--- src/rtl/sdram_chk_pkg.sv ---
package sdram_chk_pkg;

  typedef enum logic [3:0] {
    BS_IDLE     = 4'd0,
    BS_OPENING  = 4'd1,
    BS_OPEN     = 4'd2,
    BS_RD       = 4'd3,
    BS_WR       = 4'd4,
    BS_RD_AP    = 4'd5,
    BS_WR_AP    = 4'd6,
    BS_PRECH    = 4'd7,
    BS_RECOV    = 4'd8,
    BS_RECOV_AP = 4'd9
  } bank_st_e;

  typedef enum logic [3:0] {
    AC_NONE    = 4'd0,
    AC_ACT     = 4'd1,
    AC_RD      = 4'd2,
    AC_WR      = 4'd3,
    AC_PRE     = 4'd4,
    AC_PRE_ALL = 4'd5,
    AC_STOP    = 4'd6,
    AC_REF     = 4'd7,
    AC_MODE    = 4'd8,
    AC_NOOP    = 4'd9,
    AC_RD_AP   = 4'd10,
    AC_WR_AP   = 4'd11,
    AC_REJECT  = 4'd15
  } action_e;

  typedef enum logic [3:0] {
    CMD_DESEL, CMD_NOP, CMD_BST, CMD_RD, CMD_WR,
    CMD_ACT, CMD_PRE, CMD_REF, CMD_MRS
  } cmd_e;

  localparam int STATE_W = $bits(bank_st_e);

endpackage

--- src/rtl/sdram_cmd_judge.sv ---
module sdram_cmd_judge
  import sdram_chk_pkg::*;
#(
  parameter int NB  = 4,
  parameter int BAW = 2
) (
  input  cmd_e                  cmd,
  input  logic [BAW-1:0]        ba,
  input  logic                  ap,
  input  logic [NB*STATE_W-1:0] bank_state,
  input  logic                  dev_busy,
  output logic                  illegal,
  output action_e               action,
  output logic [NB-1:0]         ev_act,
  output logic [NB-1:0]         ev_rd,
  output logic [NB-1:0]         ev_wr,
  output logic [NB-1:0]         ev_pre,
  output logic [NB-1:0]         ev_bst,
  output logic                  ev_ref,
  output logic                  ev_mrs
);

  bank_st_e st_a [NB];
  bank_st_e tgt;
  logic     all_idle;
  logic     all_breakable;

  // A bank may be closed by a precharge only while idle, open or in a plain burst.
  function automatic logic breakable(input bank_st_e s);
    return (s == BS_IDLE) || (s == BS_OPEN) || (s == BS_RD) || (s == BS_WR);
  endfunction

  always_comb begin
    all_idle      = 1'b1;
    all_breakable = 1'b1;
    for (int i = 0; i < NB; i++) begin
      st_a[i] = bank_st_e'(bank_state[i*STATE_W +: STATE_W]);
      if (st_a[i] != BS_IDLE) all_idle = 1'b0;
      if (!breakable(st_a[i])) all_breakable = 1'b0;
    end
    tgt = st_a[ba];
  end

  always_comb begin
    illegal = 1'b0;
    action  = AC_NONE;
    ev_act  = '0;
    ev_rd   = '0;
    ev_wr   = '0;
    ev_pre  = '0;
    ev_bst  = '0;
    ev_ref  = 1'b0;
    ev_mrs  = 1'b0;
    if (cmd != CMD_DESEL && cmd != CMD_NOP) begin
      if (dev_busy) begin
        illegal = 1'b1;
      end else begin
        unique case (cmd)
          CMD_ACT: begin
            if (tgt == BS_IDLE) begin
              action     = AC_ACT;
              ev_act[ba] = 1'b1;
            end else illegal = 1'b1;
          end
          CMD_RD: begin
            if (tgt == BS_OPEN) begin
              action    = ap ? AC_RD_AP : AC_RD;
              ev_rd[ba] = 1'b1;
            end else illegal = 1'b1;
          end
          CMD_WR: begin
            if (tgt == BS_OPEN) begin
              action    = ap ? AC_WR_AP : AC_WR;
              ev_wr[ba] = 1'b1;
            end else illegal = 1'b1;
          end
          CMD_BST: begin
            if (tgt == BS_RD) begin
              action     = AC_STOP;
              ev_bst[ba] = 1'b1;
            end else illegal = 1'b1;
          end
          CMD_PRE: begin
            if (ap) begin
              if (all_breakable) begin
                action = AC_PRE_ALL;
                for (int i = 0; i < NB; i++) ev_pre[i] = (st_a[i] != BS_IDLE);
              end else illegal = 1'b1;
            end else if (tgt == BS_IDLE) begin
              action = AC_NOOP;
            end else if (breakable(tgt)) begin
              action     = AC_PRE;
              ev_pre[ba] = 1'b1;
            end else illegal = 1'b1;
          end
          CMD_REF: begin
            if (all_idle) begin
              action = AC_REF;
              ev_ref = 1'b1;
            end else illegal = 1'b1;
          end
          default: begin
            if (all_idle) begin
              action = AC_MODE;
              ev_mrs = 1'b1;
            end else illegal = 1'b1;
          end
        endcase
      end
    end
    if (illegal) action = AC_REJECT;
  end

endmodule

--- config.mk ---
export PLATFORM = sky130hd
export DESIGN_NAME = sdram_cmd_judge
export DESIGN_NICKNAME = d
export VERILOG_FILES = /design/src/rtl/sdram_chk_pkg.sv /design/src/rtl/sdram_cmd_judge.sv
export SDC_FILE = /design/constraint.sdc
export NUM_CORES = 1
export LEC_CHECK = 0
export BUFFER_PORTS_ARGS = -buffer_cell sky130_fd_sc_hd__buf_2
export CORE_MARGIN = 2
export CORE_UTILIZATION = 40
export DETAILED_ROUTE_END_ITERATION = 8
export PLACE_DENSITY = 0.87
export SLEW_MARGIN = 20
export SYNTH_ARGS = -nofsm -noshare
export SYNTH_HDL_FRONTEND = slang
export SYNTH_SLANG_ARGS = --single-unit
--- constraint.sdc ---
create_clock -name vclk -period 3.4
set_clock_uncertainty 0.15 [all_clocks]
set_input_delay 0.68 -clock vclk [all_inputs]
set_output_delay 0.68 -clock vclk [all_outputs]
set_load 0.005 [all_outputs]
### After elaboration in Yosys (flattened, before gate mapping)

Index checks and enable logic that the tools add are counted.

* bits in registers: 0
* input bits: 24
* logic and storage cells: 124

* $lt $le $gt $ge: 3
* equality and inequality tests: 22
* mux-type cells: 69
* bitwise logic cells: 1
* reduce and logical (&&, ||, !) cells: 29

Operator list (count)
* $mux W4: 34
* $eq A4 B2 Y1 const B: 12
* $eq A4 B3 Y1 const B: 9
* $mux W1: 27
* $pmux W4 S6: 1
* $logic_not A4 Y1: 5
* $reduce_bool A4 Y1: 5
* $logic_or A1 B1 Y1: 15
* $mux W3: 4
* $bmux W4 S2: 1
* $reduce_or A6 Y1: 1
* $ne A4 B1 Y1 const B: 1
* $pmux W1 S4: 1
* $ge A3 B3 Y1 const B: 1
* $lt A2 B3 Y1 const B: 1
* $not A2 Y3: 1
* $demux W1 S2: 1
* $ge A2 B1 Y1 const B: 1
* $logic_and A1 B1 Y1: 2
* $reduce_or A2 Y1: 1

### Depth between registers and ports, before layout

Gate-level depths: netlist (run 1).

* depth after elaboration: 15
* depth in mapped cells: 7
* depth with buffers taken out: 6

### Least setup slack after synthesis (run 1)

OpenSTA, ideal clock, no wires.

* kind: input port to output port
* start: in ba[1]
* end: out action[0]
* arrival: 2.523 ns
* required time: 2.570 ns
* setup slack: 0.047 ns
* stages on the path: 7
* buffers on the path: 1
* path through: clkbuf_1 > mux4_2 > or4_4 > or4_4 > nand3_2 > a21oi_2 > nand2_2

* word-level cells in the longest chain between the ends: 15
* elaborated cells between the ends (all ways): 29

Ends and longest elaborated chain
* from (decl): RTL line sdram_cmd_judge.sv:8 `input logic [BAW-1:0] ba,`
* $not A2 Y3 (implied by the code) *: RTL line sdram_cmd_judge.sv:41 `tgt = st_a[ba];`
* $bmux W4 S2 *: RTL line sdram_cmd_judge.sv:41
* $mux W4 (implied by the code) * (2 in a row): RTL line sdram_cmd_judge.sv:41
* $eq A4 B2 Y1 or $logic_not A4 Y1 (tied branches)
* $logic_or A1 B1 Y1 (3 in a row): RTL line sdram_cmd_judge.sv:30 `return (s == BS_IDLE) || (s == BS_OPEN) || (s == BS_RD) || (s == BS_WR);`
* $mux W1: RTL line sdram_cmd_judge.sv:91 `end else if (breakable(tgt)) begin`
* $mux W1: RTL line sdram_cmd_judge.sv:89 `end else if (tgt == BS_IDLE) begin`
* $mux W1: RTL line sdram_cmd_judge.sv:84 `if (ap) begin`
* $pmux W1 S4: RTL line sdram_cmd_judge.sv:58 `unique case (cmd)`
* $mux W1: RTL line sdram_cmd_judge.sv:55 `if (dev_busy) begin`
* $mux W1: RTL line sdram_cmd_judge.sv:54 `if (cmd != CMD_DESEL && cmd != CMD_NOP) begin`
* $mux W4 *: RTL line sdram_cmd_judge.sv:111 `if (illegal) action = AC_REJECT;`
* to (decl): RTL line sdram_cmd_judge.sv:13 `output action_e action,`

Mark *: on every way between the ends. The rest lies on a longest branch, timed or not. The select of a mux whose other input is x is not followed.

### Final worst setup path (run 1)

* start: in bank_state[15]
* end: out action[0]

* word-level cells in the longest chain between the ends: 14
* elaborated cells between the ends (all ways): 42

Ends and longest elaborated chain
* from (decl): RTL line sdram_cmd_judge.sv:10 `input logic [NB*STATE_W-1:0] bank_state,`
* $bmux W4 S2: RTL line sdram_cmd_judge.sv:41
* $mux W4 (implied by the code) (2 in a row): RTL line sdram_cmd_judge.sv:41
* $eq A4 B2 Y1 or $logic_not A4 Y1 (tied branches)
* $logic_or A1 B1 Y1 (3 in a row): RTL line sdram_cmd_judge.sv:30
* $mux W1: RTL line sdram_cmd_judge.sv:91
* $mux W1: RTL line sdram_cmd_judge.sv:89
* $mux W1: RTL line sdram_cmd_judge.sv:84
* $pmux W1 S4: RTL line sdram_cmd_judge.sv:58
* $mux W1: RTL line sdram_cmd_judge.sv:55
* $mux W1: RTL line sdram_cmd_judge.sv:54
* $mux W4 *: RTL line sdram_cmd_judge.sv:111

Marks and branches as above.

==> impl_metrics.ini, run 1 <==
[global_routing]
met2_usage = 0.4822
grt_max_degree = 11
overflow = 0
grt_usage = 0.2619
use_met3 = 0.01538
grt_util_met1 = 0.2903
grt_pass1_wl_um = 4229
grt-busiest-layer = met2
first_global_vias = 1035
grt_antenna_before_repair = 0

[placed_design]
port_buffers = 51
dpl_cell_area_mm2 = 0.001145
gp_congestion = 0.9283
dp_hpwl_um = 2442

[final_layout]
multi_input_area_um2 = 724.4
design_area_mm2 = 0.001214
drive_above_1_share = 0.5222
syn2layout_area_growth_pct = 64.41
insertedDiodeCount = 0
seq_cell_count = 0
fillerInstances = 160
final_nets = 206
clock_buffers = 0
seq_area_um2 = 0

[die]
io_pins = 51
core_mm2 = 0.001727
fp.dieW_um = 46.96
start_util = 0.4275
dieArea_mm2 = 0.002205
rows = 15
die_h_um = 46.96

[power]
power_frac_clock = 0
power.total_w = 0.0001209
p_leak_nw = 0.5709
p_sw_frac = 0.4939
power.internal_w = 0.00006120
switchingPower_w = 0.00005974
pwr-share-seq = 0
peakVddDrop_mv = 0.07519
p_comb_frac = 1.000
power_density_mw_per_mm2 = 99.65

[routing]
vias_per_cell = 5.902
drt_iter0_drc = 36
wl_per_cell_um = 15.17
antenna_left = 0
vias = 1210
routed_wl_um = 3109
drt_pre_antenna_iters = 4
drc = 0

[critical_path]
cp_slowest_cell = or4_4
crit_type = input pin to primary output
critPathRequiredTime_ns = 2.57
crit_chain = buf_2, mux4_2, or4_4, or4_4, nand3_2, a21oi_2, nand2_2, buf_2
critPathBufInv = 2
cp-end-kind = primary output
arrival_ns = 2.67
cp-start-kind = input pin
crit_family = simple AND/OR/NAND/NOR gates
cpPeakStageDelay_ns = 0.57
cp_max_fo = 5
crit_cells = 8

[timing]
tightest_slew_ns = 0.5765
hold_viol_final = 0
setup_slack_ns = -0.1003
fin_crit_sh = 1.030
fmax_ghz = 0.2857
setup_viol = 12
post-route-min-period_ns = 3.500
maxSlewHeadroom = 0.6122
rsz0062_at_grt = yes
final.setup.tns_ns = -0.3935
slew_viol_final = 0

[synthesis]
synthTopCellsByCount = nor2_1 (24), nand2_1 (7), nor4_1 (6)
yosys-top-cells-area = nor2_1 (12%), mux4_2 (9.2%), mux2i_1 (5.4%), nor4_1 (5.1%), nand2b_1 (4.2%)
ys_types = 43
syn_area_per_cell_um2 = 6.651
ys_seq_area_frac = 0
syn-cell-area_um2 = 738.2
syn_inst = 111
syn_nets = 135
yosysTopAreaCell = nor2_1
synth_most_common_cell = nor2_1
netlist.area_leader.share = 0.1220
yosysWarnings = 0

[min_path]
holdPathEnd = ev_mrs
hold_path_depth = 3
min-delay-start = dev_busy
hp-class = input pin to primary output

[clock_tree]
hold_buffers = 0

[run_status]
violations = setup timing
status = complete, but fails checks

[job]
maxCapViolations = 0
-- placed cells by master (no fill, tap or decap), drive strengths merged, types with 2 or more instances in the layout --
cell,Yosys,layout
inv,2,2
mux4,4,4
nand2b,5,5
nor2b,3,3
nor4,6,6
or3,5,5
nor2,24,24
buf,2,75
nand2,9,9
nor3,5,5
o22ai,3,3
nor3b,2,2
nand3b,2,2
o21a,2,2
or4,2,2
nand3,2,2
o21ai,2,2
a21oi,2,2
and2,4,4
mux2i,4,4
-- tightest hold or removal path, cell delays in order --
cell     delay (ns)
buf_2          0.16
nor3b_1        0.07
buf_2          0.12
-- layer usage --
metal	vias up	wire (µm)	share of wire
met1	547	1089	0.35
met2	79	1670	0.54
li1	567	-	-
met3	17	208	0.067
met4	0	141	0.045
met5	-	0	0
-- worst max path at each step --
stage                               from        end  slack [ns]
after floorplan                    ba[1]  action[0]        0.05
after global routing       bank_state[1]  action[1]       -0.20
after global placement             ba[0]  action[0]       -0.17
after CTS                          ba[0]  action[0]       -0.07
after detailed placement           ba[0]  action[1]       -0.23
final                     bank_state[15]  action[0]       -0.10
-- kinds of logic (layout without fill, tap and decap cells) --
family                 Yosys count  in the layout  share of synthesized area
muxes                            8              8                     0.1814
and+or+nand+nor                 75             75                     0.5627
AOI/OAI and AO/OA               20             20                     0.2051
buffers and inverters            8             77                    0.05084
-- cell type report --
type               count  share of cell area
multi-input cells    103              0.5969
repair buffers        75              0.3711
well taps             25             0.02577
inverters              2            0.006186
-- metrics by stage --
step	setup WS [ns]	std cells	util	hold WS, ns
floorplan	0.04713	111	-	1.243
global placement	-0.1671	201	0.6630	1.550
detailed placement	-0.2327	201	0.6630	1.542
CTS	-0.07115	201	0.6739	1.551
global route	-0.2013	205	0.7029	1.583
finish	-0.1003	205	0.7029	1.561
-- power by group through the flow --
stage,logic (W),registers (W),clock network [W]
5_1_grt,0.000129,0,0
6_report,0.000121,0,0
3_3_place_gp,0.000103,0,0
4_1_cts,0.000112,0,0
2_1_floorplan,0.0000552,0,0
3_5_place_dp,0.000108,0,0
-- timing repair --
| item | in CTS | in global routing |
|---|---|---|
| setup endpoints to repair | 15 | 15 |
| gates resized for setup | 6 | 6 |
| pin swaps | 2 | 5 |
| buffers inserted | 0 | 4 |
Power figures use the tool's default switching activity.
==> inputs of run 2 (changes only) <==
- MAX_ROUTING_LAYER: unset -> met4
- PLACE_DENSITY: 0.87 -> 0.84
- clock period: 3.4 -> 3.6 ns (I/O delays scaled with it)
==> run 2 against run 1 <==
  * The run now ends clean
  * Core utilization decreased by 8.3 points
  * Combinational power decreased by 20%
  * Power fell by 20%
  * Sequential share of layout area is the same
  * Non-clock buffer count shrank 18
  * Via count decreased by 9.3%
  * Cell area is 12% lower
  * Wire length shrank 16%
  * First-iteration DRC count shrank 8.3%
  * Count of clock-buffer cells in the layout is the same
  * Cell count fell by 8.8%
  * Die area unchanged
  * Largest cell class unchanged
==> impl_metrics.ini, run 2 (synthesis results as in run 1) <==
[job]
maxCapViolations = 0

[timing]
post-route-min-period_ns = 3.555
slew_viol_final = 0
maxSlewHeadroom = 0.6839
fin_crit_sh = 0.9875
setup_viol = 0
fmax_ghz = 0.2813
rsz0062_at_grt = yes
hold_viol_final = 0
setup_slack_ns = 0.04502
tightest_slew_ns = 0.4705
final.setup.tns_ns = 0

[critical_path]
crit_type = input pin to primary output
crit_chain = buf_12, mux4_2, or4bb_1, a221oi_2, o221ai_2, nand2_2, o2111ai_2, buf_2
cpPeakStageDelay_ns = 0.54
critPathBufInv = 2
cp_slowest_cell = mux4_2
crit_family = simple AND/OR/NAND/NOR gates
cp_max_fo = 5
cp-start-kind = input pin
critPathRequiredTime_ns = 2.73
cp-end-kind = primary output
arrival_ns = 2.68

[power]
peakVddDrop_mv = 0.06577
power.total_w = 0.00009626
power_frac_clock = 0
p_sw_frac = 0.5212
pwr-share-seq = 0
switchingPower_w = 0.00005017
power.internal_w = 0.00004609
p_comb_frac = 1.000
power_density_mw_per_mm2 = 89.99
p_leak_nw = 0.4860

[routing]
vias = 1097
routed_wl_um = 2604
vias_per_cell = 5.866
wl_per_cell_um = 13.93
drt_iter0_drc = 33
drc = 0
antenna_left = 0
drt_pre_antenna_iters = 5

[final_layout]
design_area_mm2 = 0.001070
drive_above_1_share = 0.4506
insertedDiodeCount = 0
final_nets = 188
clock_buffers = 0
seq_cell_count = 0
final_common_cell = buf_2
syn2layout_area_growth_pct = 44.92
final_cell_mix = buf_2 (50), nor2_1 (24), nand2_1 (7), nor4_1 (6), buf_4 (6)
multi_input_area_um2 = 715.7
fillerInstances = 177
seq_area_um2 = 0

[placed_design]
gp_congestion = 0.9287
dpl_cell_area_mm2 = 0.001032
dp_hpwl_um = 2106
pre_cts_slack_ns = -0.1151
port_buffers = 51

[die]
dieArea_mm2 = 0.002205
rows = 15
core_mm2 = 0.001727
io_pins = 51
start_util = 0.4275
die_h_um = 46.96
fp.dieW_um = 46.96

[run_status]
status = finished, final reports clean

[global_routing]
overflow = 0
grt_antenna_before_repair = 0
grt_usage = 0.2439
first_global_vias = 898
grt_pass1_wl_um = 3960
grt_max_degree = 11

[clock_tree]
hold_buffers = 0

[min_path]
hp-class = input pin to primary output
-- run 2: timing repair --
action,CTS,global route
gates resized for setup,6,2
pin swaps,5,5
gates cloned,0,0
endpoints found under the setup margin,5,7
hold endpoints to repair,0,0
setup buffers,1,0
-- run 2: worst paths after layout --
kind / startpoint / to / cells after the start
worst max-delay path: ba[0] / action[1] / 8
worst min-delay path: dev_busy / ev_mrs / 3
-- run 2: metal layers --
layer | global-route usage | share of wire | up-vias
met5 | - | 0 | -
met2 | 0.3945 | 0.47 | 68
met4 | 0.07222 | 0.013 | 0
li1 | - | - | 525
met1 | 0.3326 | 0.43 | 500
met3 | 0.003846 | 0.081 | 4
-- run 2: area by class of cell --
| class | count | area share |
|---|---|---|
| multi-input cells | 103 | 0.6690 |
| inverters | 2 | 0.007018 |
| repair buffers | 57 | 0.2947 |
| well taps | 25 | 0.02924 |
-- run 2: power groups by stage --
stage	Sequential [W]	Combinational (W)	Clock [W]
CTS	0	0.0000936	0
global route	0	0.000105	0
finish	0	0.0000963	0
floorplan	0	0.0000521	0
detailed placement	0	0.0000891	0
global placement	0	0.0000871	0
-- run 2: through the flow --
stage / hold slack (ns) / utilization / instances
2_1_floorplan: 1.323 / - / 111
3_3_place_gp: 1.636 / 0.5978 / 186
3_5_place_dp: 1.635 / 0.5978 / 186
4_1_cts: 1.645 / 0.6130 / 187
5_1_grt: 1.664 / 0.6196 / 187
6_report: 1.647 / 0.6196 / 187
